===== src/rtl/combo_lock_pkg.sv =====
package combo_lock_pkg;

   typedef enum logic [2:0] {
      ST_CHK1 = 3'd0,
      ST_CHK2 = 3'd1,
      ST_CHK3 = 3'd2,
      ST_OPEN = 3'd3,
      ST_ERR  = 3'd4
   } lock_state_t;

   localparam int SEL_W = 2;

   localparam logic [SEL_W-1:0] SEL_NONE = 2'd0;
   localparam logic [SEL_W-1:0] SEL_C1   = 2'd1;
   localparam logic [SEL_W-1:0] SEL_C2   = 2'd2;
   localparam logic [SEL_W-1:0] SEL_C3   = 2'd3;

endpackage


===== src/rtl/combo_lock_cmp.sv =====
module combo_lock_cmp
   import combo_lock_pkg::*;
#(
   parameter int DIGIT_W      = 4,
   parameter bit PARALLEL_CMP = 1'b0
) (
   input  logic [SEL_W-1:0]           sel,
   input  logic [2:0][DIGIT_W-1:0]    codes,
   input  logic [DIGIT_W-1:0]         entry,
   output logic                       hit
);

   localparam int N_SLOTS = 3;

   if (DIGIT_W < 1) begin : g_bad_width
      $error("combo_lock_cmp: DIGIT_W must be at least 1");
   end

   if (PARALLEL_CMP) begin : g_parallel
      logic [N_SLOTS-1:0] slot_eq;
      for (genvar i = 0; i < N_SLOTS; i++) begin : g_slot
         assign slot_eq[i] = (codes[i] == entry);
      end
      always_comb begin
         unique case (sel)
            SEL_C1:  hit = slot_eq[0];
            SEL_C2:  hit = slot_eq[1];
            SEL_C3:  hit = slot_eq[2];
            default: hit = 1'b0;
         endcase
      end
   end else begin : g_muxed
      logic [DIGIT_W-1:0] target;
      logic               valid_sel;
      always_comb begin
         valid_sel = 1'b1;
         unique case (sel)
            SEL_C1:  target = codes[0];
            SEL_C2:  target = codes[1];
            SEL_C3:  target = codes[2];
            default: begin
               target    = '0;
               valid_sel = 1'b0;
            end
         endcase
      end
      assign hit = valid_sel && (target == entry);
   end

endmodule


===== src/rtl/combo_lock_fsm.sv =====
module combo_lock_fsm
   import combo_lock_pkg::*;
(
   input  logic        clk,
   input  logic        rst,
   input  logic        strobe,
   input  logic        hit,
   output lock_state_t state
);

   lock_state_t nxt;

   always_comb begin
      nxt = state;
      unique case (state)
         ST_CHK1: if (strobe) nxt = hit ? ST_CHK2 : ST_ERR;
         ST_CHK2: if (strobe) nxt = hit ? ST_CHK3 : ST_ERR;
         ST_CHK3: if (strobe) nxt = hit ? ST_OPEN : ST_ERR;
         ST_OPEN: nxt = ST_OPEN;
         ST_ERR:  nxt = ST_ERR;
         default: nxt = ST_ERR;
      endcase
   end

   always_ff @(posedge clk) begin
      if (rst) state <= ST_CHK1;
      else     state <= nxt;
   end

   assert_reset_entry_R1: assert property (@(posedge clk)
      rst |=> (state == ST_CHK1));

   assert_hold_idle_R5: assert property (@(posedge clk) disable iff (rst)
      !strobe |=> $stable(state));

   assert_absorbing_R7: assert property (@(posedge clk) disable iff (rst)
      (state == ST_OPEN || state == ST_ERR) |=> $stable(state));

endmodule


===== src/rtl/combo_lock_dec.sv =====
module combo_lock_dec
   import combo_lock_pkg::*;
(
   input  logic              clk,
   input  logic              rst,
   input  lock_state_t       state,
   output logic [SEL_W-1:0]  sel,
   output logic              open_o
);

   always_comb begin
      sel    = SEL_NONE;
      open_o = 1'b0;
      unique case (state)
         ST_CHK1: sel = SEL_C1;
         ST_CHK2: sel = SEL_C2;
         ST_CHK3: sel = SEL_C3;
         ST_OPEN: open_o = 1'b1;
         default: ;
      endcase
   end

   assert_checking_closed_R2: assert property (@(posedge clk) disable iff (rst)
      (sel != SEL_NONE) |-> !open_o);

endmodule


===== src/rtl/combo_lock.sv =====
module combo_lock
   import combo_lock_pkg::*;
#(
   parameter int DIGIT_W      = 4,
   parameter bit PARALLEL_CMP = 1'b0
) (
   input  logic               clk,
   input  logic               rst,
   input  logic [DIGIT_W-1:0] entry_val,
   input  logic               entry_new,
   input  logic [DIGIT_W-1:0] code_1st,
   input  logic [DIGIT_W-1:0] code_2nd,
   input  logic [DIGIT_W-1:0] code_3rd,
   output logic [1:0]         code_sel,
   output logic               unlocked
);

   if (DIGIT_W < 1 || DIGIT_W > 32) begin : g_bad_width
      $error("combo_lock: DIGIT_W out of range");
   end

   lock_state_t             state;
   logic                    hit;
   logic [2:0][DIGIT_W-1:0] codes;

   assign codes = {code_3rd, code_2nd, code_1st};

   combo_lock_cmp #(
      .DIGIT_W      (DIGIT_W),
      .PARALLEL_CMP (PARALLEL_CMP)
   ) u_cmp (
      .sel   (code_sel),
      .codes (codes),
      .entry (entry_val),
      .hit   (hit)
   );

   combo_lock_fsm u_fsm (
      .clk    (clk),
      .rst    (rst),
      .strobe (entry_new),
      .hit    (hit),
      .state  (state)
   );

   combo_lock_dec u_dec (
      .clk    (clk),
      .rst    (rst),
      .state  (state),
      .sel    (code_sel),
      .open_o (unlocked)
   );

   assert_step_advance_R3: assert property (@(posedge clk) disable iff (rst)
      (entry_new && hit && (code_sel == SEL_C1 || code_sel == SEL_C2))
      |=> (code_sel == $past(code_sel) + 2'd1));

   assert_final_unlock_R3: assert property (@(posedge clk) disable iff (rst)
      (entry_new && hit && code_sel == SEL_C3) |=> unlocked);

   assert_wrong_entry_R4: assert property (@(posedge clk) disable iff (rst)
      (entry_new && !hit && code_sel != SEL_NONE)
      |=> (code_sel == SEL_NONE && !unlocked));

   assert_open_outputs_R6: assert property (@(posedge clk) disable iff (rst)
      unlocked |-> (code_sel == SEL_NONE));

endmodule


===== config.mk =====
export PLATFORM = sky130hd
export DESIGN_NAME = combo_lock
export DESIGN_NICKNAME = d
export VERILOG_FILES = /design/src/rtl/combo_lock_pkg.sv /design/src/rtl/combo_lock_cmp.sv /design/src/rtl/combo_lock_fsm.sv /design/src/rtl/combo_lock_dec.sv /design/src/rtl/combo_lock.sv
export SDC_FILE = /design/constraint.sdc
export NUM_CORES = 1
export LEC_CHECK = 0
export ABC_AREA = 1
export BUFFER_PORTS_ARGS = -buffer_cell sky130_fd_sc_hd__clkbuf_2
export CORE_AREA = 2 2 39 41
export CTS_BUF_LIST = sky130_fd_sc_hd__clkbuf_4 sky130_fd_sc_hd__clkbuf_8 sky130_fd_sc_hd__clkbuf_16
export CTS_CLUSTER_DIAMETER = 30
export CTS_CLUSTER_SIZE = 24
export DETAILED_ROUTE_END_ITERATION = 7
export DIE_AREA = 0 0 41 43
export PLACE_DENSITY_LB_ADDON = 0.3
export SETUP_SLACK_MARGIN = 0.15
export SKIP_LAST_GASP = 1
export SYNTH_ARGS = -nofsm -noshare
export SYNTH_HDL_FRONTEND = slang
export SYNTH_SLANG_ARGS = --single-unit

===== constraint.sdc =====
create_clock -name clk -period 1.5 [get_ports clk]
set_input_delay 0.075 -clock clk [delete_from_list [all_inputs] [get_ports clk]]
set_output_delay 0.075 -clock clk [all_outputs]
set_load 0.01 [all_outputs]

# [Word level (Yosys, flattened, before mapping)]
# Index checks and enable logic that the tools add are counted.
[totals] rom_bits=0 reg_bits=3 ramBits=0 latch_bits=0 memories=0
[classes] add_sub_neg=0 bitwise=0 n_mux=11 n_div=0 order_cmp=0 shift=0 reduce_logical=4 n_eq_ne=10 multipliers=0
[op_table] cell="$mux 3" n=6
[op_table] cell="$pmux 3 s4" n=1
[op_table] cell="$pmux 4 s3" n=1
[op_table] cell="$eq 3x2->1 const B" n=2
[op_table] cell="$ne 2x2->1 const B" n=3
[op_table] cell="$pmux 2 s3" n=1
[op_table] cell="$eq 2x2->1 const B" n=2
[op_table] cell="$eq 4x4->1" n=1
[op_table] cell="$eq 3x1->1 const B" n=1
[op_table] cell="$logic_not 3->1" n=1
[op_table] cell="$reduce_and 3->1" n=1
[op_table] cell="$reduce_or 3->1" n=1
[op_table] cell="$eq 2x1->1 const B" n=1
[op_table] cell="$mux 1" n=2
[op_table] cell="$logic_and 1x1->1" n=1

# [Longest topological paths before layout]
[depth] ltp_word=9 mapped_depth=12 ltp_nobuf=10

# [By module]
# A second synthesis with hierarchy kept.
[hier_totals] hier_cells=71 area_unflattened_um2=439.2
[modules_own_cells] module="combo_lock_cmp" cells_each=39 area_per_inst_um2=249.0 seq_area_each_um2=0.0 n_inst=1
[modules_own_cells] module="combo_lock_fsm" cells_each=25 area_per_inst_um2=161.4 seq_area_each_um2=60.1 n_inst=1
[modules_own_cells] module="combo_lock_dec" cells_each=7 area_per_inst_um2=28.8 seq_area_each_um2=0.0 n_inst=1

# [Worst setup path before layout]
# Ideal clock, no wire load.
[synth_timing] path_type="reg-to-reg" start="reg u_fsm.state[0]" end="reg u_fsm.state[1]" setup_ns=0.070 period_less_slack_ns=1.327 n_path_buf=2 stages_incl_launch_ff=12 arrival_time_ns=1.257 path_slack_ns=0.173 cell_sequence="dfxtp_1 > buf_6 > nor2_4 > buf_6 > nand3_1 > nand4_1 > nand2_1 > nor2_2 > nand3_1 > nand2_1 > nand2_1 > a21oi_1"
[synth_via] elab_chain_len=9
[synth_lines] item="start, declared" line_no="combo_lock_fsm.sv:8" rtl="output lock_state_t state"
[synth_lines] item="start signal, assigned" line_no="combo_lock_fsm.sv:27" rtl="else state <= nxt;"
[synth_lines] item="$eq 3x2->1 (tied with other cells)" line_no="combo_lock_dec.sv:14" rtl="unique case (state)"
[synth_lines] item="$pmux 2 s3 *" line_no="combo_lock_dec.sv:14"
[synth_lines] item="net code_sel[0]" line_no="combo_lock.sv:14" rtl="output logic [1:0] code_sel,"
[synth_lines] item="$eq 2x2->1 / $eq 2x1->1 (equally long branches)" line_no="combo_lock_cmp.sv:37" rtl="unique case (sel)"
[synth_lines] item="$pmux 4 s3 / $reduce_or 3->1 (equally long branches)"
[synth_lines] item="$eq 4x4->1 / $mux 1 (equally long branches)" line_no="combo_lock_cmp.sv:47, combo_lock_cmp.sv:37"
[synth_lines] item="$logic_and 1x1->1 *" line_no="combo_lock_cmp.sv:47" rtl="assign hit = valid_sel && (target == entry);"
[synth_lines] item="$mux 3 (on tied branches) (2 in series)" line_no="combo_lock_fsm.sv:18, combo_lock_fsm.sv:17"
[synth_lines] item="$pmux 3 s4 *" line_no="combo_lock_fsm.sv:15" rtl="unique case (state)"
# Mark *: on every way through the listed nets, which the timed path passes. The rest lies on a longest branch. The select of a mux whose other input is x is not followed.
# A chain may end at the register's enable or synchronous reset.

# [Final worst setup path]
[layout_timing] start="reg u_fsm.state[2]" end="reg u_fsm.state[1]"
[layout_via] elab_chain_len=9
[layout_lines] item="$eq 3x2->1 (tied with other cells)" line_no="combo_lock_fsm.sv:15, combo_lock_dec.sv:14"
[layout_lines] item="$pmux 2 s3" line_no="combo_lock_dec.sv:14"
[layout_lines] item="$eq 2x2->1 / $eq 2x1->1 (equally long branches)" line_no="combo_lock_cmp.sv:37"
[layout_lines] item="$pmux 4 s3 / $reduce_or 3->1 (equally long branches)"
[layout_lines] item="$eq 4x4->1 / $mux 1 (equally long branches)" line_no="combo_lock_cmp.sv:47, combo_lock_cmp.sv:37"
[layout_lines] item="$logic_and 1x1->1" line_no="combo_lock_cmp.sv:47"
[layout_lines] item="$mux 3 (on tied branches) (2 in series)" line_no="combo_lock_fsm.sv:18, combo_lock_fsm.sv:17"
[layout_lines] item="$pmux 3 s4" line_no="combo_lock_fsm.sv:15"
# Parallel ways exist; a longest one is shown, timed or not. The select of a mux whose other input is x is not followed.

==> impl_metrics.json <==
{
  "first_global_vias": 440,
  "detail_route.vias_per_cell": 4.96,
  "fraction_of_layout_cells_with_a_size_suffix_above_1_pct": 46.2,
  "achievable-frequency_mhz": 717,
  "dp_slack_ps": 29.2,
  "setup.worst_path.start_class": "flip-flop",
  "avgRoutedWirePerCell_um": 10.5,
  "non_filler_cell_area_final_sq_um": 567,
  "synth_fp_nets": 84,
  "ys_warn_count": 0,
  "first_pass_iters": 4,
  "period_share_pct": 93.0,
  "multiInputGateArea_sq_um": 280,
  "critical_path_peak_fanout": 5,
  "min_path_type": "input port to flip-flop",
  "seq_area_sq_um": 68.8,
  "route.antenna.remaining_nets": 0,
  "antenna_cells": 0,
  "rsz0062_at_grt": "true",
  "critical_path_class": "flip-flop to flip-flop",
  "largest_reg_flops": 3,
  "grt_first_pass_wirelength_um": 1660,
  "cap_violations": 0,
  "grt.total_usage_pct": 13.7,
  "timing_max_transition_violations_final": 0,
  "worst-slew-pin-transition_ps": 180,
  "power_leakage_nw": 0.303,
  "placeableCoreArea_sq_um": 1380,
  "cts_made_buffers": 3,
  "number_of_antenna_violations_at_the_first_check_in_global_routing": 0,
  "tritoncts_clock_tree": "yes",
  "worst_ir_drop_vdd_uv": 301,
  "path_clk_slew_ps": 40,
  "most_flops_register": "u_fsm.state",
  "fin_skew_ps": 2.85,
  "netlist_area_sq_um": 380,
  "placed_cell_area_sq_um": 494,
  "post-layout-total-power_mw": 0.363,
  "layout_setup_ws_ps": 105,
  "cts-htree-levels": 1,
  "floorplan.die.width_um": 41,
  "synth_cells": 65,
  "hold_viol_final": 0,
  "synth.lib_cells_used.distinct": 13,
  "row_count": 14,
  "max-slew-margin-rel_pct": 87.9,
  "fillers": 148,
  "final-setup-viol-count": 0,
  "cts_hold_buf": 0,
  "place.port_buffers": 21,
  "finalNetCount": 111,
  "period_needed_ps": 1390,
  "yosys_register_bits": 3,
  "route.vias.total": 531,
  "post-cts-setup-buffer-count": 0,
  "synth.yosys.seq_area_share_pct": 15.8,
  "worst_hold_slack_ps": 49.3,
  "final_sum_of_negative_setup_slack_ps": 0,
  "global_route.overflow_total": 0,
  "areaGrowthSynthToFinish_pct": 49.0,
  "critical_path.endpoint_type": "flip-flop",
  "ctsLongestPathBuffers": 2,
  "io_pins": 22,
  "cp_data_required_time_ps": 1650,
  "clockRootBuffer": "clkbuf_4",
  "initial_utilization_pct": 27.5,
  "drc": 0,
  "grt_max_degree": 10,
  "outcome": "complete, no violations",
  "place.detailed.hpwl_um": 831,
  "gp_routability_congestion": 0.833,
  "worstPathArrival_ps": 1550,
  "worst_skew_pair.late_latency_ps": 230,
  "syn-mean-instance-area_sq_um": 5.85,
  "pwr_density_cell_nw_per_um2": 641,
  "die_h_um": 43,
  "die_area_sq_um": 1760,
  "initialDrtViolationCount": 12,
  "wl_um": 1130,
  "clock_sink_count": 3,
  "layout_top_registers": "u_fsm.state: 3 flops"
}
## worst paths after layout
check,startpoint,to,slack (ps),cells past startpoint
max,u_fsm.state[2]$_SDFFE_PP0P_,u_fsm.state[1]$_SDFFE_PP0P_,110,9
min,rst,u_fsm.state[0]$_SDFFE_PP0P_,50,2
max reg2reg,u_fsm.state[2]$_SDFFE_PP0P_,u_fsm.state[1]$_SDFFE_PP0P_,110,9
min reg2reg,u_fsm.state[1]$_SDFFE_PP0P_,u_fsm.state[0]$_SDFFE_PP0P_,680,3
## worst max-delay path, cell delays in order (launching register included)
cell	delay (ps)
dfxtp_4	360
nor2_4	190
nand3_1	130
nand4_1	100
nand2_1	60
nor2_2	140
nand3_1	90
nand2_1	60
nand2_1	60
a21oi_2	120
## routing by layer
| metal | up-vias | share of wire (%) | global-route usage [%] | wire (um) |
|---|---|---|---|---|
| met1 | 238 | 43 | 16.9 | 484 |
| met3 | 0 | 5.0 | 1.57 | 56 |
| met4 | 0 | 0 | 10.0 | 0 |
| met2 | 16 | 52 | 20.6 | 583 |
| li1 | 277 | - | - | - |
| met5 | - | 0 | 0 | 0 |
## synth_stat cells (all sizes together)
master,count,area share [%]
nand4,10,16
inv,10,11
a21oi,2,2.6
buf,3,8.9
nor2,4,7.2
nand3,17,22
nand2,15,15
dfxtp,3,16
o21ai,1,1.3
## cell usage in the layout, fill, tap and decap left out
cell type	instances
a21oi_2	2
buf_2	1
buf_4	3
clkbuf_2	20
clkbuf_4	4
dfxtp_2	1
dfxtp_4	2
inv_1	8
inv_2	1
inv_4	1
nand2_1	15
nand3_1	14
nand3_2	3
nand4_1	10
nor2_1	1
nor2_2	2
nor2_4	2
o21ai_1	1
## power breakdown
part / leakage (nW) / total (mW) / switching (mW) / internal [mW]
Clock: 0.0184 / 0.157 / 0.0392 / 0.118
Sequential: 0.0263 / 0.0915 / 0.00856 / 0.0829
Combinational: 0.259 / 0.115 / 0.0624 / 0.0524
Total: 0.303 / 0.363 / 0.110 / 0.253
## per-stage QoR
stage | cells | utilization [%]
floorplan | 65 | -
finish | 107 | 41.0
global route | 107 | 41.0
CTS | 107 | 39.3
global placement | 102 | 35.7
detailed placement | 102 | 35.7
## repair_timing
| action | in CTS | in global routing |
|---|---|---|
| resized for setup | 6 | 6 |
| gates cloned | 1 | 0 |
| pin swaps | 2 | 6 |
| endpoints found under the setup margin | 4 | 4 |
## area by class of cell
cell class / count / share of cell area (%)
inverters: 10 / 7.06
repair buffers: 24 / 22.5
well taps: 16 / 3.53
flip-flops and latches: 3 / 12.1
clock buffers: 4 / 5.30
multi-input cells: 50 / 49.4
## cells by family after synthesis
logic type | synth area share (%)
and+or+nand+nor | 60.9
DFF | 15.8
buffers and inverters | 19.4
AOI/OAI and AO/OA | 3.95
No activity file was read; power rests on OpenSTA's default activity.
